<file path="config.mk">
export PLATFORM = sky130hd
export DESIGN_NAME = rs485_dir_ctrl
export DESIGN_NICKNAME = d
export VERILOG_FILES = /design/src/rtl/rs485_dir_ctrl.sv
export SDC_FILE = /design/constraint.sdc
export NUM_CORES = 1
export LEC_CHECK = 0
export BUFFER_PORTS_ARGS = -buffer_cell sky130_fd_sc_hd__buf_2
export CORE_AREA = 2 2 39 41
export DETAILED_ROUTE_END_ITERATION = 8
export DIE_AREA = 0 0 41 43
export GPL_TIMING_DRIVEN = 0
export HOLD_SLACK_MARGIN = 0.03
export REMOVE_ABC_BUFFERS = 1
export SYNTH_ARGS = -nofsm -noshare
export SYNTH_HDL_FRONTEND = slang
export SYNTH_SLANG_ARGS = --single-unit
</file>
<file path="constraint.sdc">
create_clock -name clk -period 1.29 [get_ports clk]
set_input_delay 0.1935 -clock clk [delete_from_list [all_inputs] [get_ports clk]]
set_output_delay 0.1935 -clock clk [all_outputs]
set_load 0.05 [all_outputs]
</file>
<file path="src/rtl/rs485_dir_ctrl.sv">
module rs485_dir_ctrl #(
  parameter int TICKS_PER_BIT = 16
) (
  input  logic clk,
  input  logic rst_n,
  input  logic auto_en,
  input  logic dir_invert,
  input  logic fifo_load,
  input  logic fifo_empty,
  input  logic shift_busy,
  input  logic stop_done,
  input  logic tick16,
  output logic dir_out,
  output logic tx_irq
);
  localparam int CW = (TICKS_PER_BIT > 1) ? $clog2(TICKS_PER_BIT) : 1;
  localparam logic [CW-1:0] LAST = CW'(TICKS_PER_BIT - 1);

  logic          raw_hi;
  logic          counting;
  logic [CW-1:0] cnt;
  logic          irq_q;

  wire irq_cond = auto_en ? (fifo_empty && !shift_busy) : fifo_empty;

  always_ff @(posedge clk or negedge rst_n) begin
    if (!rst_n) begin
      raw_hi   <= 1'b0;
      counting <= 1'b0;
      cnt      <= '0;
    end else if (!auto_en || fifo_load) begin
      raw_hi   <= 1'b0;
      counting <= 1'b0;
      cnt      <= '0;
    end else if (stop_done && fifo_empty) begin
      counting <= 1'b1;
      cnt      <= '0;
    end else if (counting && tick16) begin
      if (cnt == LAST) begin
        raw_hi   <= 1'b1;
        counting <= 1'b0;
        cnt      <= '0;
      end else begin
        cnt <= cnt + 1'b1;
      end
    end
  end

  always_ff @(posedge clk or negedge rst_n) begin
    if (!rst_n) irq_q <= 1'b0;
    else        irq_q <= irq_cond;
  end

  assign dir_out = raw_hi ^ dir_invert;
  assign tx_irq  = irq_q;
endmodule


</file>
* Word level (Yosys, flattened, before mapping)
Index checks and enable logic that the tools add are counted.
Widths: inputs -> output; s select.
** Storage, ports and cells
- ROM bits :: 0
- Memories kept :: 0
- Input port bits :: 9
- Flip-flop bits (word level) :: 7
- Word-level logic and storage cells :: 33
- Bits in latches :: 0
- Output and inout bits :: 2
- Memory bits (writable) :: 0
** Cells by class
- Order comparisons :: 0
- Equality and inequality tests :: 2
- Bitwise gates (word level) :: 1
- Add/subtract/negate cells :: 1
- Reductions and logical operators :: 12
- Shifts and indexed selects :: 0
- Divide/modulo/power cells :: 0
- Multiply operators :: 0
- Multiplexer cells :: 13
** Operator list (count)
- $mux 4 :: 4
- $mux 1 :: 9
- $reduce_bool 3->1 :: 2
- $add 4x1->4 const B :: 1
- $eq 4x4->1 const B :: 1
- $reduce_bool 2->1 :: 2
- $logic_and 1x1->1 :: 3
- $reduce_and 3->1 :: 1
- $logic_not 1->1 :: 2
- $ne 2x2->1 const B :: 1
- $reduce_and 2->1 :: 1
- $logic_or 1x1->1 :: 1
- $xor 1x1->1 :: 1

* Longest topological paths before layout
Gate-level depths: netlist of run 1.
- Word-level depth :: 5
- Gate-level depth with buffers :: 4
- Mapped depth without buffers :: 4

* Worst setup path after synthesis of run 1
Ideal clock, no wire load.
- Path type :: register -> output
- From :: reg raw_hi
- To :: out dir_out
- Setup slack :: -27 ps
- Arrival time :: 1123 ps
- Stages on the path, launching flop included :: 2
- Path buffers :: 0
- Data required time :: 1097 ps
- Cells stage by stage :: dfrtp_1 -> xor2_1
** On the way
- Longest elaborated chain between the ends :: 1
** RTL lines
- from (decl) :: RTL line 19 : logic raw_hi;
- from (signal assigned) :: RTL line 28 : raw_hi <= 1'b0;
- from (signal assigned) :: RTL line 32 : raw_hi <= 1'b0;
- from (signal assigned) :: RTL line 40 : raw_hi <= 1'b1;
- $xor 1x1->1 :: RTL line 54 : assign dir_out = raw_hi ^ dir_invert;
- to (decl) :: RTL line 13 : output logic dir_out,
Every way passes these cells.

* Worst setup path in the final report of run 1
- From :: reg cnt[1]
- To :: reg cnt[0]
** On the way
- Longest elaborated chain between the ends :: 5
** RTL lines
- from (decl) :: RTL line 21 : logic [CW-1:0] cnt;
- from (signal assigned) :: RTL line 44 : cnt <= cnt + 1'b1;
- $eq 4x4->1 :: RTL line 39 : if (cnt == LAST) begin
- $mux 4 :: RTL line 39
- $mux 4 :: RTL line 38 : end else if (counting && tick16) begin
- $mux 4 :: RTL line 35 : end else if (stop_done && fifo_empty) begin
- $mux 4 :: RTL line 31 : end else if (!auto_en || fifo_load) begin
Every way passes these cells. The select of a mux whose other input is x is not followed.
A chain may end at the register's enable or synchronous reset.

==> impl_metrics.env, run 1 <==
export IMPL_outcome="complete, no violations"
export IMPL_ys_warn_count=0
export IMPL_die_area_um2=1763
export IMPL_drive_gt1_frac=0.3137
export IMPL_fillers=154
export IMPL_nets=62
export IMPL_rsz0062_at_grt="no"
export IMPL_post_synth_num_cell_types=14
export IMPL_htreeDepth=1
export IMPL_power_density_nw_per_um2=1054
export IMPL_io_pins=11
export IMPL_portBuffers=10
export IMPL_clk_pin_slew_ns=0.05
export IMPL_slowest_stage="dfrtp_1"
export IMPL_path_max_fanout=4
export IMPL_antenna_found_initial=0
export IMPL_period_share=0.9457
export IMPL_area_growth_pct=37.22
export IMPL_synth_seq_cells=7
export IMPL_p_leak_nw=0.2053
export IMPL_die_w_um=41
export IMPL_muxShareOfSynthArea=0
export IMPL_period_needed_ns=1.220
export IMPL_grt_pass1_wl_mm=1.090
export IMPL_peakVddDrop_mv=0.3217
export IMPL_reg2reg_depth=4
export IMPL_vias_per_cell=4.507
export IMPL_arrival_ns=1.40
export IMPL_synth_top_area_frac=0.5263
export IMPL_drt_initial_drc_count=1
export IMPL_worst_ep_required_time_ns=1.47
export IMPL_async_reset_ff_frac=1.000
export IMPL_clk_insertion_delay_late_ns=0.26
export IMPL_fp_coreArea_um2=1384
export IMPL_hold_path_class="primary input to flip-flop"
export IMPL_synthCells=35
export IMPL_via_count=302
export IMPL_fp_dieH_um=43
export IMPL_fin_tns_setup_ns=0
export IMPL_gp_congestion=0.7244
export IMPL_clk_path_buf_depth=2
export IMPL_holdPathStages=2
export IMPL_synth_seq_area_share=0.5263
export IMPL_cts_tree="built"
export IMPL_synth_compound_area_frac=0.1579
export IMPL_yosys_area_top_type="dfrtp_1"
export IMPL_grt_ovfl_total=0
export IMPL_critPathMaxStageDelay_ns=0.40
export IMPL_ant_nets=0
export IMPL_final_core_util=0.3300
export IMPL_wl_per_cell_um=9.776
export IMPL_avgSynthCellArea_um2=9.509
export IMPL_ys_flop_type="dfrtp_1"
export IMPL_critical_path_n_buffers_inverters=0
export IMPL_setup_violations=0
export IMPL_cp_end_kind="flip-flop"
export IMPL_synth_area_um2=332.8
export IMPL_multi_input_area_um2=161.4
export IMPL_crit_path_cell_trace="ha_2, nand3_2, or3b_1, a21oi_1"
export IMPL_synth_simple_area_share=0.2143
export IMPL_drc=0
export IMPL_synthAdderAreaFrac=0.03759
export IMPL_synth_edff_count=0
export IMPL_fin_skew_ns=0.002786
export IMPL_synth_common_cells="dfrtp_1 (7), nand2_1 (7), a21oi_1 (4), nand3_1 (4)"
export IMPL_routed_wl_um=655
export IMPL_dr_pass1_iters=2
export IMPL_synthXorXnorAreaFrac=0.05263
export IMPL_fmax_mhz=819.7
export IMPL_cts_buffers_inserted=3
export IMPL_synth_top_family_by_area="simple AND/OR/NAND/NOR gates"
export IMPL_grt_max_degree=8
export IMPL_finalHoldViolCount=0
export IMPL_grt_use_total=0.09726
export IMPL_slew_violations=0
export IMPL_worstMarginPinSlew_ns=0.2485
export IMPL_antennaDiodeCount=0
export IMPL_slew_headroom=0.8355
export IMPL_clock_sinks=7
export IMPL_grt_pass1_vias=256
export IMPL_cp_start_kind="flip-flop"
export IMPL_cp_num_cells=4
export IMPL_synthTopCellsByArea="dfrtp_1 (53%), nand2_1 (7.9%), a21oi_1 (6.0%)"
export IMPL_crit_type="flip-flop to flip-flop"
export IMPL_placementRows=14
export IMPL_cap_viol_max_count=0
export IMPL_crit_family="simple AND/OR/NAND/NOR gates"
export IMPL_clockRootBuffer="clkbuf_4"
export IMPL_start_util=0.2405
export IMPL_regArea_um2=175.2
[worst reg2reg max path: stages (launching register included)]
cell     delay [ns]
dfrtp_1        0.40
ha_2           0.20
nand3_2        0.08
or3b_1         0.34
a21oi_1        0.12
[logic make-up after synthesis]
| group | Yosys count |
|---|---|
| and+or+nand+nor | 15 |
| AOI/OAI and AO/OA | 9 |
| DFF | 7 |
| xor gates and xnor gates | 2 |
| buffers and inverters | 1 |
| adders and majority gates | 1 |
[final timing paths]
check                                 from  endpoint  slack [ns]
worst max-delay path                cnt[1]    cnt[0]        0.07
worst min-delay path            shift_busy    tx_irq        0.12
worst max register to register      cnt[1]    cnt[0]        0.07
worst min register to register      raw_hi    raw_hi        0.51
max in group asynchronous            rst_n  counting        0.84
min in group asynchronous            rst_n    cnt[0]        0.30
[metal layers]
| layer | wire [µm] | GRT usage | up-vias |
|---|---|---|---|
| met5 | 0 | 0 | - |
| li1 | - | - | 154 |
| met1 | 287 | 0.1060 | 138 |
| met3 | 4 | 0.01571 | 5 |
| met4 | 44 | 0.1200 | 0 |
| met2 | 318 | 0.1344 | 5 |
[metrics by stage]
stage	setup WS, ns	std cells	hold WS (ns)	total power, mW	cell area, µm²
floorplan	-0.02687	35	-0.1021	0.2514	332.8
global placement	-0.009079	61	0.03758	0.2745	402.9
detailed placement	-0.01589	61	0.03914	0.2752	402.9
CTS	0.007267	67	0.1179	0.4861	446.7
global route	0.01956	67	0.1334	0.4977	456.7
finish	0.07004	67	0.1225	0.4813	456.7
[power by group]
group	total (mW)	internal (mW)	switching (mW)
clock	0.207	0.119	0.0885
sequential	0.225	0.223	0.00166
combinational	0.0497	0.0187	0.0310
total	0.481	0.360	0.121
[cell usage in the layout (no fill, tap or decap)]
cell type      synthesis  routed
buf_2                  0       9
or3b_1                 1       1
or3_1                  1       1
nor2_1                 1       1
nand3_2                0       1
o31ai_1                1       1
nor2b_1                1       1
dfrtp_1                7       7
clkbuf_4               0       3
inv_1                  1       1
clkbuf_1               0       1
a21oi_1                4       4
nand2_1                7       7
o21ai_0                2       2
a21boi_0               2       2
ha_2                   0       1
nand3_1                4       3
dlygate4sd3_1          0       1
xor2_1                 2       2
buf_4                  0       2
[registers in the layout (all words and copies together), names as in the netlist]
register	cells
raw_hi	1
tx_irq	1
cnt	4
counting	1
[area by class of cell]
type                            instances  area share
Multi-Input combinational cell         27      0.3534
Timing Repair Buffer                   12      0.1534
Inverter                                1    0.008219
Clock buffer                            4     0.05753
Sequential cell                         7      0.3836
Tap cell                               16     0.04384
[timing repair]
| action | CTS | global route |
|---|---|---|
| gates resized for setup | 0 | 4 |
| pin swaps | 0 | 0 |
| setup buffers | 1 | 0 |
| hold buffers | 1 | 0 |
| setup endpoints to repair | 1 | 2 |
| endpoints found under the hold margin | 7 | 0 |
No activity file was read; power rests on OpenSTA's default activity.
==> inputs of run 2 (changes only) <==
==> constraint.sdc (replaced) <==
create_clock -name clk -period 1.29 [get_ports clk]
set_input_delay 0.0645 -clock clk [delete_from_list [all_inputs] [get_ports clk]]
set_output_delay 0.0645 -clock clk [all_outputs]
set_load 0.05 [all_outputs]
==> impl_metrics.env, run 2 (synthesis results as in run 1) <==
export IMPL_ant_nets=0
export IMPL_crit_type="flip-flop to flip-flop"
export IMPL_finalHoldViolCount=0
export IMPL_clk_insertion_delay_late_ns=0.26
export IMPL_slowest_stage="dfrtp_1"
export IMPL_placementRows=14
export IMPL_drt_initial_drc_count=0
export IMPL_layout_cells_non_filler=69
export IMPL_p_sw_frac=0.2545
export IMPL_grt_max_degree=8
export IMPL_max_flop_register="cnt"
export IMPL_gp_congestion=0.7244
export IMPL_portBuffers=10
export IMPL_fp_coreArea_um2=1384
export IMPL_grt_use_total=0.09929
export IMPL_wl_per_cell_um=9.942
export IMPL_crit_path_cell_trace="ha_2, nand3_2, or3b_1, a21oi_1"
export IMPL_seqPwrFrac=0.460
export IMPL_hold_path_class="primary input to flip-flop"
export IMPL_fp_dieH_um=43
export IMPL_die_w_um=41
export IMPL_pre_cts_ws_ns=-0.01589
export IMPL_cp_end_kind="flip-flop"
export IMPL_dr_pass1_iters=1
export IMPL_htreeDepth=1
export IMPL_fmax_mhz=818.6
export IMPL_cp_start_kind="flip-flop"
export IMPL_peakVddDrop_mv=0.3272
export IMPL_worst_slack_ns=0.06835
export IMPL_cts_buffers_inserted=3
export IMPL_p_clk_frac=0.428
export IMPL_worst_ep_required_time_ns=1.48
export IMPL_grt_ovfl_total=0
export IMPL_start_util=0.2405
export IMPL_critical_path_n_buffers_inverters=0
export IMPL_p_leak_nw=0.2140
export IMPL_nets=64
export IMPL_clk_pin_slew_ns=0.06
export IMPL_fin_skew_ns=0.002288
export IMPL_outcome="complete, no violations"
export IMPL_net_switching_power_mw=0.1243
export IMPL_worstMarginPinSlew_ns=0.2487
export IMPL_io_pins=11
export IMPL_slew_headroom=0.8353
export IMPL_slew_violations=0
export IMPL_rsz0062_at_grt="no"
export IMPL_path_max_fanout=4
export IMPL_critPathMaxStageDelay_ns=0.41
export IMPL_vias_per_cell=4.536
export IMPL_arrival_ns=1.41
export IMPL_antennaDiodeCount=0
export IMPL_antenna_found_initial=0
export IMPL_largest_reg_flops=4
export IMPL_die_area_um2=1763
export IMPL_clk_path_buf_depth=2
export IMPL_drc=0
export IMPL_cap_viol_max_count=0
export IMPL_power_density_nw_per_um2=1030
export IMPL_via_count=313
export IMPL_period_needed_ns=1.222
export IMPL_combinationalPowerShare=0.112
export IMPL_routed_wl_um=686
export IMPL_clock_sinks=7
export IMPL_mostFrequentLayoutCell="buf_2"
export IMPL_grt_pass1_vias=260
export IMPL_setup_violations=0
export IMPL_area_growth_pct=42.48
export IMPL_cts_tree="built"
export IMPL_period_share=0.9470
export IMPL_post_place_cells=61
export IMPL_crit_family="simple AND/OR/NAND/NOR gates"
export IMPL_layout_common_cells="buf_2 (10), nand2_1 (7), dfrtp_1 (7)"
export IMPL_grt_pass1_wl_mm=1.117
export IMPL_drive_gt1_frac=0.3019
export IMPL_p_int_mw=0.3640
export IMPL_clockRootBuffer="clkbuf_4"
==> run 2: through the flow <==
step | TNS (ns) | hold slack [ns] | power (mW) | area (µm²) | util
3_5_place_dp | -0.01589 | -0.08986 | 0.2752 | 402.9 | 0.2911
2_1_floorplan | 0 | -0.2311 | 0.2514 | 332.8 | -
5_1_grt | 0 | 0.1136 | 0.5050 | 474.2 | 0.3427
6_report | 0 | 0.08689 | 0.4883 | 474.2 | 0.3427
3_3_place_gp | -0.009079 | -0.09142 | 0.2745 | 402.9 | 0.2911
4_1_cts | 0 | 0.09265 | 0.4911 | 466.7 | 0.3373
==> run 2: final timing paths <==
path | start | to | slack (ns) | cells past startpoint
setup / recovery | cnt[1] | cnt[0] | 0.07 | 4
hold reg to reg | raw_hi | raw_hi | 0.51 | 2
setup reg to reg | cnt[1] | cnt[0] | 0.07 | 4
min in group asynchronous | rst_n | cnt[0] | 0.17 | 2
max in group asynchronous | rst_n | counting | 0.96 | 2
hold / removal | fifo_load | raw_hi | 0.09 | 4
==> run 2: area by class of cell <==
cell class / count / area, µm²
flip-flops and latches: 7 / 175.2
inverters: 1 / 3.754
well taps: 16 / 20.02
clock buffers: 4 / 26.28
multi-input cells: 27 / 161.4
repair buffers: 14 / 87.58
fillers: 148 / 909.6
==> run 2: worst reg2reg max path: stages (launching register included) <==
cell	delay [ns]
dfrtp_1	0.41
ha_2	0.20
nand3_2	0.08
or3b_1	0.34
a21oi_1	0.12
==> run 2: routing by layer <==
layer,track usage,up-vias,routed length [µm],part of all wire
li1,-,158,-,-
met1,0.1126,146,309,0.45
met2,0.1344,5,342,0.50
met3,0.01571,4,6,0.0087
met4,0.1200,0,27,0.039
met5,0,-,0,0
==> run 2: power by group through the flow <==
stage	registers [mW]	logic (mW)	clock network (mW)
after floorplan	0.236	0.0155	0
after global placement	0.229	0.0459	0
after detailed placement	0.229	0.0466	0
after CTS	0.225	0.0543	0.212
after global routing	0.225	0.0598	0.221
final	0.225	0.0545	0.209
==> run 2: repair_timing <==
item	CTS	global route
setup buffers	1	0
cloned	0	0
hold endpoints to repair	8	0
hold buffers	3	0
gates resized for setup	0	3
endpoints found under the setup margin	1	2
